**src/rtl/bcd_pkg.sv**
```systemverilog
package bcd_pkg;

   localparam int NIB_W = 4;
   localparam int MAX_DEC = 9;
   localparam int FIX_ADD = 6;

   typedef logic [NIB_W-1:0] nibble_t;

   typedef struct packed {
      nibble_t digit;
      logic    carry;
   } digit_res_t;

endpackage

```
**src/rtl/bcd_digit_check.sv**
```systemverilog
module bcd_digit_check
   import bcd_pkg::*;
(
   input  nibble_t nib,
   output logic    is_dec
);

   always_comb begin
      is_dec = (nib <= nibble_t'(MAX_DEC));
   end

endmodule

```
**src/rtl/bcd_digit_add.sv**
```systemverilog
module bcd_digit_add
   import bcd_pkg::*;
(
   input  nibble_t    a,
   input  nibble_t    b,
   input  logic       cin,
   output digit_res_t res
);

   logic [NIB_W:0] raw;
   logic [NIB_W:0] adj;
   logic           fix;

   always_comb begin
      raw = {1'b0, a} + {1'b0, b} + {{NIB_W{1'b0}}, cin};
      fix = (raw > (NIB_W+1)'(MAX_DEC));
      adj = raw + (NIB_W+1)'(FIX_ADD);
      res.digit = fix ? adj[NIB_W-1:0] : raw[NIB_W-1:0];
      res.carry = fix;
   end

endmodule

```
**src/rtl/bcd_out_stage.sv**
```systemverilog
module bcd_out_stage #(
   parameter int W = 18,
   parameter bit REGISTER_OUT = 1'b1
) (
   input  logic         clk,
   input  logic         rst_n,
   input  logic [W-1:0] d,
   output logic [W-1:0] q
);

   generate
      if (REGISTER_OUT) begin : g_reg
         logic [W-1:0] q_r;
         always_ff @(posedge clk or negedge rst_n) begin
            if (!rst_n) q_r <= '0;
            else        q_r <= d;
         end
         assign q = q_r;
      end else begin : g_pass
         assign q = d;
      end
   endgenerate

endmodule

```
**src/rtl/bcd_corrector.sv**
```systemverilog
module bcd_corrector
   import bcd_pkg::*;
#(
   parameter int DIGITS = 4,
   parameter bit REGISTER_OUT = 1'b1
) (
   input  logic                  clk,
   input  logic                  rst_n,
   input  logic [DIGITS*4-1:0]   opnd_a,
   input  logic [DIGITS*4-1:0]   opnd_b,
   input  logic                  carry_in,
   output logic [DIGITS*4-1:0]   sum_o,
   output logic                  carry_o,
   output logic                  bad_digit_o
);

   localparam int W = DIGITS * NIB_W;
   localparam int OUT_W = W + 2;

   generate
      if (DIGITS < 1) begin : g_bad_digits
         $error("bcd_corrector: DIGITS must be at least 1");
      end
      if (DIGITS > 16) begin : g_too_wide
         $error("bcd_corrector: DIGITS above 16 is not supported");
      end
   endgenerate

   logic [DIGITS:0]   chain;
   logic [W-1:0]      sum_c;
   logic [DIGITS-1:0] ok_a;
   logic [DIGITS-1:0] ok_b;
   logic              bad_c;
   logic [OUT_W-1:0]  pack_d;
   logic [OUT_W-1:0]  pack_q;

   assign chain[0] = carry_in;

   generate
      for (genvar i = 0; i < DIGITS; i++) begin : g_dig
         digit_res_t r;
         bcd_digit_add u_add (
            .a   (opnd_a[i*NIB_W +: NIB_W]),
            .b   (opnd_b[i*NIB_W +: NIB_W]),
            .cin (chain[i]),
            .res (r)
         );
         assign sum_c[i*NIB_W +: NIB_W] = r.digit;
         assign chain[i+1] = r.carry;

         bcd_digit_check u_chk_a (
            .nib    (opnd_a[i*NIB_W +: NIB_W]),
            .is_dec (ok_a[i])
         );
         bcd_digit_check u_chk_b (
            .nib    (opnd_b[i*NIB_W +: NIB_W]),
            .is_dec (ok_b[i])
         );
      end
   endgenerate

   assign bad_c  = ~(&ok_a & &ok_b);
   assign pack_d = {bad_c, chain[DIGITS], sum_c};

   bcd_out_stage #(.W(OUT_W), .REGISTER_OUT(REGISTER_OUT)) u_out (
      .clk   (clk),
      .rst_n (rst_n),
      .d     (pack_d),
      .q     (pack_q)
   );

   assign sum_o       = pack_q[W-1:0];
   assign carry_o     = pack_q[W];
   assign bad_digit_o = pack_q[W+1];

endmodule

```
**config.mk**
```make
export PLATFORM = sky130hd
export DESIGN_NAME = bcd_corrector
export DESIGN_NICKNAME = d
export VERILOG_FILES = /design/src/rtl/bcd_pkg.sv /design/src/rtl/bcd_digit_check.sv /design/src/rtl/bcd_digit_add.sv /design/src/rtl/bcd_out_stage.sv /design/src/rtl/bcd_corrector.sv
export SDC_FILE = /design/constraint.sdc
export NUM_CORES = 1
export LEC_CHECK = 0
export ABC_AREA = 0
export ABC_CLOCK_PERIOD_IN_PS = 1100
export CAP_MARGIN = 20
export CELL_PAD_IN_SITES_DETAIL_PLACEMENT = 0
export CELL_PAD_IN_SITES_GLOBAL_PLACEMENT = 2
export CORE_MARGIN = 4
export CORE_UTILIZATION = 29
export CTS_CLUSTER_SIZE = 14
export DETAILED_ROUTE_END_ITERATION = 12
export PLACE_DENSITY_LB_ADDON = 0.1
export SYNTH_ARGS = -nofsm -noshare
export SYNTH_HDL_FRONTEND = slang
export SYNTH_SLANG_ARGS = --single-unit
```
**constraint.sdc**
```tcl
create_clock -name clk -period 1.1 [get_ports clk]
set_clock_uncertainty 0.1 [all_clocks]
set_input_delay 0.165 -clock clk [delete_from_list [all_inputs] [get_ports clk]]
set_output_delay 0.165 -clock clk [all_outputs]
set_load 0.01 [all_outputs]
```
==> results of run 1 <==
## cell usage in the layout (no fill, tap or decap), drive strengths merged, types with 5 or more instances in the layout
cell type and instances:
o21ai 8, nor2 5, clkdlybuf4s50 15, xnor2 8, fa 8, a21oi 10, a21boi 6, dfrtp 18
inv 18, buf 73, ha 19, dlygate4sd2 10, dlymetal6s2s 5
## cells by family after synthesis
| kind of cell | Yosys count |
|---|---|
| buffers and inverters | 18 |
| and+or+nand+nor | 22 |
| adders and majority gates | 27 |
| xor gates and xnor gates | 8 |
| DFF | 18 |
| AOI/OAI and AO/OA | 42 |
| muxes | 4 |
## final cells by class
| cell class | instances | area share [%] |
|---|---|---|
| flip-flops and latches | 18 | 16.7 |
| multi-input cells | 103 | 44.4 |
| clock buffers | 3 | 1.53 |
| repair buffers | 104 | 31.8 |
| inverters | 18 | 2.50 |
| well taps | 67 | 3.11 |
## power by group
| part | internal (mW) | total [mW] | leakage (nW) | switching, mW |
|---|---|---|---|---|
| Clock | 0.244 | 0.473 | 0.0216 | 0.229 |
| Sequential | 0.909 | 0.959 | 0.207 | 0.0503 |
| Combinational | 1.42 | 2.54 | 1.06 | 1.12 |
## worst max path at each step
stage | end | depth (start not counted)
floorplan | u_out.q[14] | 30
global placement | u_out.q[15] | 31
detailed placement | u_out.q[14] | 31
CTS | u_out.q[14] | 31
global route | u_out.q[14] | 31
finish | u_out.q[14] | 31
## worst max-delay path: cells and delay by family
kind	cells	cell delay, ns
XOR/XNOR	1	0.24
AND/OR/NAND/NOR	1	0.05
adder cells (fa/ha/maj)	12	3.76
multiplexers	1	0.13
AO/OA/AOI/OAI	8	1.75
buffers and inverters	8	0.64
## routing by layer
| metal | GRT usage (%) | part of all wire (%) |
|---|---|---|
| met3 | 1.26 | 3.0 |
| met4 | 5.77 | 1.3 |
| met2 | 29.4 | 58 |
| met5 | 0 | 0 |
| met1 | 14.0 | 37 |
## stage by stage
stage	hold slack, ns	setup WS [ns]
after CTS	0.141	-5.88
after global routing	0.149	-5.85
final	0.136	-5.59
after global placement	0.424	-6.12
after detailed placement	0.420	-6.32
after floorplan	-0.231	-5.62
## cell usage after synthesis, types with 3 or more instances
cell type                  count  area share (%)
sky130_fd_sc_hd__a21boi_0      6             3.1
sky130_fd_sc_hd__a21o_1        4             2.1
sky130_fd_sc_hd__a21oi_1      10             3.5
sky130_fd_sc_hd__a22o_1        3             1.8
sky130_fd_sc_hd__and3b_1       3             1.8
sky130_fd_sc_hd__dfrtp_1      18              31
sky130_fd_sc_hd__fa_1          8              11
sky130_fd_sc_hd__ha_1         19              16
sky130_fd_sc_hd__inv_1        18             4.7
sky130_fd_sc_hd__mux2i_1       4             2.8
sky130_fd_sc_hd__nand3b_1      3             1.6
sky130_fd_sc_hd__nor2_1        5             1.3
sky130_fd_sc_hd__o21ai_0       8             2.8
sky130_fd_sc_hd__o22ai_1       3             1.3
sky130_fd_sc_hd__o31a_1        3             1.8
sky130_fd_sc_hd__or2_2         3             1.3
sky130_fd_sc_hd__xnor2_1       8             4.9
## what timing repair did
action	in CTS	in global routing
setup endpoints to repair	36	18
gates resized for setup	134	24
pin swaps	28	29
hold buffers	0	0
buffers inserted	17	5
==> out/results.md, run 1 <==
• sky130_fd_sc_hd__fa_2 — crit path max-delay cell type
• 418 — number of inserted filler cells in the final layout
• -5.59 ns — final worst setup slack
• 0.539 ns — transition time of the tightest slew-check pin
• 0 — antenna diode count
• 78.6 um — chip width
• 9.71% — Post-Synth Simple-Gate Area
• 13.2 um — wire length per cell
• 18 — Sinks on Clock Net
• 18 — #FFs+latches synth
• 139 — number of standard cells after synthesis
• 6.73 ns — crit path DAT
• sky130_fd_sc_hd__clkbuf_8 — Root Buffer Master
• 608% — part of the cycle the worst path needs
• 25 — row count
• sky130_fd_sc_hd__dfrtp_1 — most used flip-flop cell after synthesis
• 2.77% — fraction of synthesized area in multiplexers
• input port to flop — critical path class
• finished with violations — status
• 0.55 ns — slowest stage delay, CP
• 313 — fin cells
• 2 — clock buffer depth
• 4.14 mm — Routed WL
• 18 — max FFs per register
• 1470 nW/um^2 — power per unit of standard cell area
• input port — CP startpoint kind
• 78.6 um — Die Ht
• 3.25 mm — HPWL reported at the end of detailed placement
• 201 — net count after synthesis
• 0 — GRT overflow
• 86.8% — area delta synth->final
• 0 — final number of hold-violating endpoints
• 26 — number of distinct library cells after synthesis
• 1440 sq um — total standard cell area after synthesis
• 4 — Detailed Routing Iterations Pass 1
• 1200 sq um — footprint of the multi-input gates
• 0 — Yosys warnings
• 31.2% — sequential share of the synthesized area
• 149 MHz — achievable frequency
• 63.7% — Relative slew margins
• 291 — Placed Cells incl. Taps
• 4.85% — post-synthesis share of cell area spent on xor and xnor gates
• 27.6% — post-synthesis adder-cell area fraction
• 1 — CTS HTree Levels
• 30.2% — initial cell density of the core
• 0 — initial antenna violation count
• 2390 sq um — placed cell area
• 56.4% — Finished Core Util
• sky130_fd_sc_hd__fa_2 — cell repeated most along the worst path
• 19.2% — fraction of the mapped netlist area in compound gates
• 10.4 sq um — average footprint of a synthesized cell
• input port to asynchronous set/reset pin — HP Class
• 3 — number of buffers added by the clock tree synthesis step
• 6.69 ns — shortest period the worst path allows
• 2700 sq um — final design instance area without fill
• 0 — number of max-slew violations in the final report
• 3.98 mW — total power draw
• 0 — Max-Cap Viols
• 14.2% — combined global-route utilization of all metal layers
• 52 — I/O Buffers
• 4790 sq um — placeable core region
• 0 — number of enable flip-flop cells after synthesis
• 4 — Crit Path Max Fanout
• 0.07 ns — Reg clk slew, reported paths
• 1.28 nW — Static Leakage
• negative setup slack — violated checks
• opnd_a[0] — timing startpoint of the critical path
• adder cells — combinational family with the most area after synthesis
• 310 — Nets
• true — unrepaired setup endpoints after global routing
• 50.4% — proportion of layout cells with a drive suffix above 1
• 15 — drt initial violations
• 1,613 — via count of the first global-routing pass
• flop — sort of element at the end of the critical path
• 0.810 — global placer's final weighted congestion
• 0.000767 V — worst vdd ir
• 16 — Setup Viol. Count Final
• 1,424 — vias after detailed routing
• 450 sq um — register cell area after layout
• 100% — FFs w/ async S/R, synth
• 1.14 ns — endpoint required time on the critical path
• done — clock tree from TritonCTS
• -54.58 ns — total negative slack for setup checks
• 6170 sq um — DIE AREA
• 0 — DRC errors left
• 53 — top-level port count
• 4.55 — number of vias per cell
• 6.89 mm — wire length of the first global-routing pass
• 0 — Detail Route Antenna Nets
• 19 — pin count of the biggest net entering global routing
(Power assumes the default switching activity.)
==> run 2: changes to the inputs <==
--- a/config.mk
+++ b/config.mk
@@ -7,9 +7,9 @@
 export LEC_CHECK = 0
 export ABC_AREA = 0
 export ABC_CLOCK_PERIOD_IN_PS = 1100
-export CAP_MARGIN = 20
 export CELL_PAD_IN_SITES_DETAIL_PLACEMENT = 0
 export CELL_PAD_IN_SITES_GLOBAL_PLACEMENT = 2
+export CORE_ASPECT_RATIO = 2
 export CORE_MARGIN = 4
 export CORE_UTILIZATION = 29
 export CTS_CLUSTER_SIZE = 14
==> run 2 against run 1 <==
The run still ends with negative setup slack left. Maximum frequency is 1.3% lower. Final area decreased by 3.8%. Non-clock buffer count decreased by 8. Global-route usage fell by 0.15 points. Cell count decreased by 5.4%. Combinational power is essentially flat. Via count up 1.1%.
==> out/results.md, run 2 (synthesis results as in run 1) <==
• 0.384 ns — transition time of the tightest slew-check pin, was 0.539 ns
• 79.7% — area delta synth->final, was 86.8%
• 616% — part of the cycle the worst path needs, was 608%
• 52 — I/O Buffers, unchanged
• 1160 sq um — footprint of the multi-input gates, was 1200 sq um
• 0 — DRC errors left, unchanged
• 19 — pin count of the biggest net entering global routing, unchanged
• 7 — total buffers and inverters traversed by the critical path, was 8
• 1,439 — vias after detailed routing, was 1,424
• 3 — number of buffers added by the clock tree synthesis step, unchanged
• 108 um — Die Ht, was 78.6 um
• 0.07 ns — Reg clk slew, reported paths, about the same
• sky130_fd_sc_hd__fa_2 — cell repeated most along the worst path, unchanged
• 0 — initial antenna violation count, unchanged
• 29.7% — initial cell density of the core, was 30.2%
• 3 — Crit Path Max Fanout, was 4
• 18 — Sinks on Clock Net, unchanged
• 1,632 — via count of the first global-routing pass, was 1,613
• input port to flop — critical path class, unchanged
• 0 — antenna diode count, unchanged
• 3 — Detailed Routing Iterations Pass 1, was 4
• 6.83 ns — crit path DAT, was 6.73 ns
• 4.03 mW — total power draw, was 3.98 mW
• 0 — Detail Route Antenna Nets, unchanged
• 0.56 ns — slowest stage delay, CP, was 0.55 ns
• 1 — CTS HTree Levels, unchanged
• sky130_fd_sc_hd__buf_4 — leading cell type in the layout, fill and taps excluded, unchanged
• 0.794 — global placer's final weighted congestion, was 0.810
• finished with violations — status, unchanged
• 16 — Setup Viol. Count Final, unchanged
• input port — CP startpoint kind, unchanged
• 1.23 nW — Static Leakage, was 1.28 nW
• 4.86 — number of vias per cell, was 4.55
• flop — sort of element at the end of the critical path, unchanged
• 73.7% — Relative slew margins, was 63.7%
• 47.3% — proportion of layout cells with a drive suffix above 1, was 50.4%
• 0 — GRT overflow, unchanged
• sky130_fd_sc_hd__fa_2 — crit path max-delay cell type, unchanged
• opnd_a[0] — timing startpoint of the critical path, unchanged
• sky130_fd_sc_hd__buf_4 (37), sky130_fd_sc_hd__buf_2 (19), sky130_fd_sc_hd__dfrtp_1 (18) — highest-count cells in the layout ignoring fill and taps, was sky130_fd_sc_hd__buf_4 (44), sky130_fd_sc_hd__buf_2 (19), sky130_fd_sc_hd__dfrtp_1 (18)
• 6.78 ns — shortest period the worst path allows, was 6.69 ns
• 36 — row count, was 25
• 0.000824 V — worst vdd ir, was 0.000767 V
• 148 MHz — achievable frequency, was 149 MHz
• 18 — max FFs per register, unchanged
• u_out.q[13] — endpoint of the most critical setup path, was u_out.q[14]
• -5.68 ns — final worst setup slack, was -5.59 ns
• 31 — total stage count of the critical path, unchanged
• 6.71 mm — wire length of the first global-routing pass, was 6.89 mm
• 53 — top-level port count, unchanged
• 14.0% — combined global-route utilization of all metal layers, was 14.2%
• 4860 sq um — placeable core region, was 4790 sq um
• adder cells — cell type group with the largest total delay on the critical path, unchanged
• true — unrepaired setup endpoints after global routing, unchanged
• 2 — clock buffer depth, unchanged
• 14.6 um — wire length per cell, was 13.2 um
• 450 sq um — register cell area after layout, unchanged
• 302 — Nets, was 310
• 0 — number of max-slew violations in the final report, unchanged
• 53.3% — Finished Core Util, was 56.4%
• 3.47 mm — HPWL reported at the end of detailed placement, was 3.25 mm
• 1550 nW/um^2 — power per unit of standard cell area, was 1470 nW/um^2
• 1.15 ns — endpoint required time on the critical path, was 1.14 ns
• 21 — drt initial violations, was 15
• 4.31 mm — Routed WL, was 4.14 mm
• sky130_fd_sc_hd__clkbuf_8 — Root Buffer Master, unchanged
• done — clock tree from TritonCTS, unchanged
• 0 — final number of hold-violating endpoints, unchanged
• 0 — Max-Cap Viols, unchanged
• 461 — number of inserted filler cells in the final layout, was 418
• input port to asynchronous set/reset pin — HP Class, unchanged
• negative setup slack — violated checks, unchanged
• 57.9 um — chip width, was 78.6 um
• 6240 sq um — DIE AREA, was 6170 sq um
run 2: changes by cell type in the layout (fill, tap and decap cells not counted), moves of 2 or more:
| cell | change |
|---|---|
| sky130_fd_sc_hd__ha_1 | +2 |
| sky130_fd_sc_hd__dlymetal6s2s_1 | -2 |
| sky130_fd_sc_hd__buf_4 | -7 |
| sky130_fd_sc_hd__ha_2 | -2 |
| sky130_fd_sc_hd__a21oi_2 | -3 |
| sky130_fd_sc_hd__a21boi_2 | +2 |
| sky130_fd_sc_hd__a21boi_1 | -2 |
| sky130_fd_sc_hd__a21oi_1 | +3 |
| sky130_fd_sc_hd__clkdlybuf4s50_1 | +2 |
run 2: layer usage:
layer  part of all wire, %  vias to the layer above  track usage [%]
li1                      -                      694                -
met1                    29                      695             10.9
met2                    64                       41             30.4
met3                   4.2                        9             1.56
met4                   2.8                        0             7.13
met5                     0                        -                0
run 2: final cells by class:
class | instances | area share [%]
multi-input cells | 103 | 44.8
repair buffers | 96 | 30.3
flip-flops and latches | 18 | 17.4
well taps | 57 | 2.75
inverters | 18 | 2.60
clock buffers | 4 | 2.12
run 2: through the flow:
stage | std cells | setup TNS, ns | area, sq um | setup WS (ns) | hold slack (ns)
final | 296 | -55.14 | 2590 | -5.68 | 0.137
after global routing | 296 | -57.26 | 2590 | -5.88 | 0.151
after CTS | 293 | -58.45 | 2460 | -5.95 | 0.139
after detailed placement | 282 | -65.74 | 2380 | -6.27 | 0.421
after global placement | 282 | -63.97 | 2380 | -6.15 | 0.422
after floorplan | 139 | -54.27 | 1520 | -5.62 | -0.231
run 2: worst min-delay path by stage:
stage / end / slack [ns] / start / cells past startpoint
after global routing: u_out.q[8] / 0.15 / rst_n / 2
after CTS: u_out.q[16] / 0.14 / rst_n / 2
after floorplan: u_out.q[0] / -0.23 / rst_n / 0
after global placement: u_out.q[8] / 0.42 / rst_n / 2
after detailed placement: u_out.q[8] / 0.42 / rst_n / 2
final: u_out.q[16] / 0.14 / rst_n / 2
run 2: timing repair:
| item | CTS | global route |
|---|---|---|
| setup buffers | 8 | 7 |
| pin swaps | 21 | 26 |
| endpoints found under the setup margin | 36 | 17 |
| gates cloned | 0 | 0 |
| hold buffers | 0 | 0 |
| gates resized for setup | 124 | 26 |
run 2: report_power, final:
group / internal (mW) / switching (mW) / total (mW)
combinational: 1.38 / 1.13 / 2.51
clock: 0.319 / 0.241 / 0.560
sequential: 0.909 / 0.0538 / 0.963
total: 2.61 / 1.42 / 4.03
==> run 3: changes to the inputs <==
--- a/config.mk
+++ b/config.mk
@@ -15,6 +15,7 @@
 export CTS_CLUSTER_SIZE = 14
 export DETAILED_ROUTE_END_ITERATION = 12
 export PLACE_DENSITY_LB_ADDON = 0.1
+export REMOVE_ABC_BUFFERS = 1
 export SYNTH_ARGS = -nofsm -noshare
 export SYNTH_HDL_FRONTEND = slang
 export SYNTH_SLANG_ARGS = --single-unit
==> run 3 against run 2 <==
The flow still finishes with violations (negative setup slack). Global-route usage rose by 0.18 points. Wire length is 3.4% higher. Worst hold slack improved by 0.014 ns. Clock power fell by 2%. Sequential cell count unchanged. Worst setup slack got worse by 0.065 ns. Cell count increased by 4.7%. Critical path depth is 1 higher. Critical endpoint is now u_out.q[15]. Largest power group unchanged. Highest routed layer unchanged.
==> out/results.md, run 3 (synthesis results as in run 1) <==
• 14.4 um — wire length per cell, was 14.6 um
• flop — sort of element at the end of the critical path, unchanged
• 0 — final number of hold-violating endpoints, unchanged
• sky130_fd_sc_hd__buf_4 — leading cell type in the layout, fill and taps excluded, unchanged
• 4.80 — number of vias per cell, was 4.86
• 19 — pin count of the biggest net entering global routing, unchanged
• 53 — top-level port count, unchanged
• sky130_fd_sc_hd__clkbuf_8 — Root Buffer Master, unchanged
• 0.07 ns — Reg clk slew, reported paths, about the same
• u_out.q[15] — endpoint of the most critical setup path, was u_out.q[13]
• -5.74 ns — final worst setup slack, was -5.68 ns
• 0 — initial antenna violation count, unchanged
• 2 — clock buffer depth, unchanged
• 56.6% — Finished Core Util, was 53.3%
• 0.000717 V — worst vdd ir, was 0.000824 V
• 36 — row count, unchanged
• input port to asynchronous set/reset pin — HP Class, unchanged
• 4.23 mW — total power draw, was 4.03 mW
• 29.7% — initial cell density of the core, unchanged
• negative setup slack — violated checks, unchanged
• input port to flop — critical path class, unchanged
• 0.287 ns — transition time of the tightest slew-check pin, was 0.384 ns
• sky130_fd_sc_hd__buf_4 (46), sky130_fd_sc_hd__buf_2 (19), sky130_fd_sc_hd__dfrtp_1 (18) — highest-count cells in the layout ignoring fill and taps, was sky130_fd_sc_hd__buf_4 (37), sky130_fd_sc_hd__buf_2 (19), sky130_fd_sc_hd__dfrtp_1 (18)
• true — unrepaired setup endpoints after global routing, unchanged
• 1,622 — via count of the first global-routing pass, was 1,632
• finished with violations — status, unchanged
• 20 — drt initial violations, was 21
• 0 — antenna diode count, unchanged
• 0.54 ns — slowest stage delay, CP, was 0.56 ns
• 6.84 ns — shortest period the worst path allows, was 6.78 ns
• 18 — max FFs per register, unchanged
• sky130_fd_sc_hd__fa_2 — cell repeated most along the worst path, unchanged
• 6240 sq um — DIE AREA, unchanged
• 4.46 mm — Routed WL, was 4.31 mm
• 1,488 — vias after detailed routing, was 1,439
• 80.9% — Relative slew margins, was 73.7%
• 3.49 mm — HPWL reported at the end of detailed placement, was 3.47 mm
• 2340 sq um — placed cell area, was 2380 sq um
• 108 um — Die Ht, unchanged
• 1530 nW/um^2 — power per unit of standard cell area, was 1550 nW/um^2
• 54.9% — proportion of layout cells with a drive suffix above 1, was 47.3%
• 3 — number of buffers added by the clock tree synthesis step, unchanged
• 1 — CTS HTree Levels, unchanged
• 316 — Nets, was 302
• 146 MHz — achievable frequency, was 148 MHz
• opnd_a[0] — timing startpoint of the critical path, unchanged
• 6.87 mm — wire length of the first global-routing pass, was 6.71 mm
• 14.2% — combined global-route utilization of all metal layers, was 14.0%
• 0 — GRT overflow, unchanged
• 0 — number of max-slew violations in the final report, unchanged
• 1.35 nW — Static Leakage, was 1.23 nW
• 622% — part of the cycle the worst path needs, was 616%
• -6.78 ns — worst-case setup slack after placement, was -6.27 ns
• 0.152 ns — hold slack final, was 0.137 ns
• 0 — total of hold buffers inserted after clock tree synthesis, unchanged
• 90.8% — area delta synth->final, was 79.7%
• 57.9 um — chip width, unchanged
• 4860 sq um — placeable core region, unchanged
• 16 — Setup Viol. Count Final, unchanged
• done — clock tree from TritonCTS, unchanged
• 2760 sq um — final design instance area without fill, was 2590 sq um
• 1.13 ns — endpoint required time on the critical path, was 1.15 ns
• 0 — Detail Route Antenna Nets, unchanged
• 0 — DRC errors left, unchanged
• 0.711 — global placer's final weighted congestion, was 0.794
• 4 — Detailed Routing Iterations Pass 1, was 3
• 52 — I/O Buffers, unchanged
• 0 — Max-Cap Viols, unchanged
• sky130_fd_sc_hd__fa_2 — crit path max-delay cell type, unchanged
• input port — CP startpoint kind, unchanged
• 3 — Crit Path Max Fanout, unchanged
• 18 — Sinks on Clock Net, unchanged
• 6.87 ns — crit path DAT, was 6.83 ns
## run 3: cell count changes in the layout (fill, tap and decap cells not counted), sizes merged
cell	change
dlymetal6s2s	+4
dlygate4sd2	-3
clkdlybuf4s50	-2
buf	+14
clkdlybuf4s15	+1
## run 3: how the worst min path moves through the flow
| stage | from | endpoint | slack, ns | cells after the start |
|---|---|---|---|---|
| after floorplan | rst_n | u_out.q[0] | -0.23 | 0 |
| after global placement | rst_n | u_out.q[9] | 0.42 | 2 |
| after detailed placement | rst_n | u_out.q[9] | 0.43 | 2 |
| after CTS | carry_in | u_out.q[0] | 0.15 | 2 |
| after global routing | rst_n | u_out.q[10] | 0.16 | 2 |
| final | rst_n | u_out.q[9] | 0.15 | 2 |
## run 3: layout make-up
cell class | instances | area (sq um)
timing repair buffer | 110 | 925
sequential | 18 | 450
multi-input combinational | 103 | 1190
inverter | 18 | 67.6
tap | 57 | 71.3
fill | 445 | 2110
clock buffer | 4 | 55.1
## run 3: what timing repair did
action | 4_1_cts | 5_1_grt
resized for setup | 142 | 48
pin swaps | 25 | 32
buffers inserted | 12 | 12
endpoints found under the setup margin | 36 | 18
## run 3: metrics by stage
step / TNS, ns / instances
detailed placement: -71.08 / 287
floorplan: -57.32 / 139
CTS: -57.51 / 301
global route: -57.84 / 310
finish: -55.83 / 310
global placement: -68.40 / 287
## run 3: power by group
group	leakage, nW	switching (mW)	total [mW]	internal [mW]
Combinational	1.11	1.19	2.71	1.52
Sequential	0.207	0.0558	0.965	0.909
Clock	0.0288	0.231	0.549	0.318
Total	1.35	1.48	4.23	2.75
## run 3: per-layer routing
| layer | GRT usage, % | share of wire (%) | vias up |
|---|---|---|---|
| met5 | 0 | 0 | - |
| met4 | 5.80 | 2.5 | 0 |
| met3 | 2.52 | 5.5 | 10 |
| met2 | 29.3 | 62 | 43 |
| met1 | 12.5 | 30 | 709 |
| li1 | - | - | 726 |
## run 3: worst max-delay path, delay by kind of cell
| family | cells | cell delay (ns) |
|---|---|---|
| buffers and inverters | 10 | 0.86 |
| XOR/XNOR | 1 | 0.19 |
| adder cells (fa/ha/maj) | 11 | 3.56 |
| AO/OA/AOI/OAI | 8 | 1.86 |
| AND/OR/NAND/NOR | 2 | 0.21 |
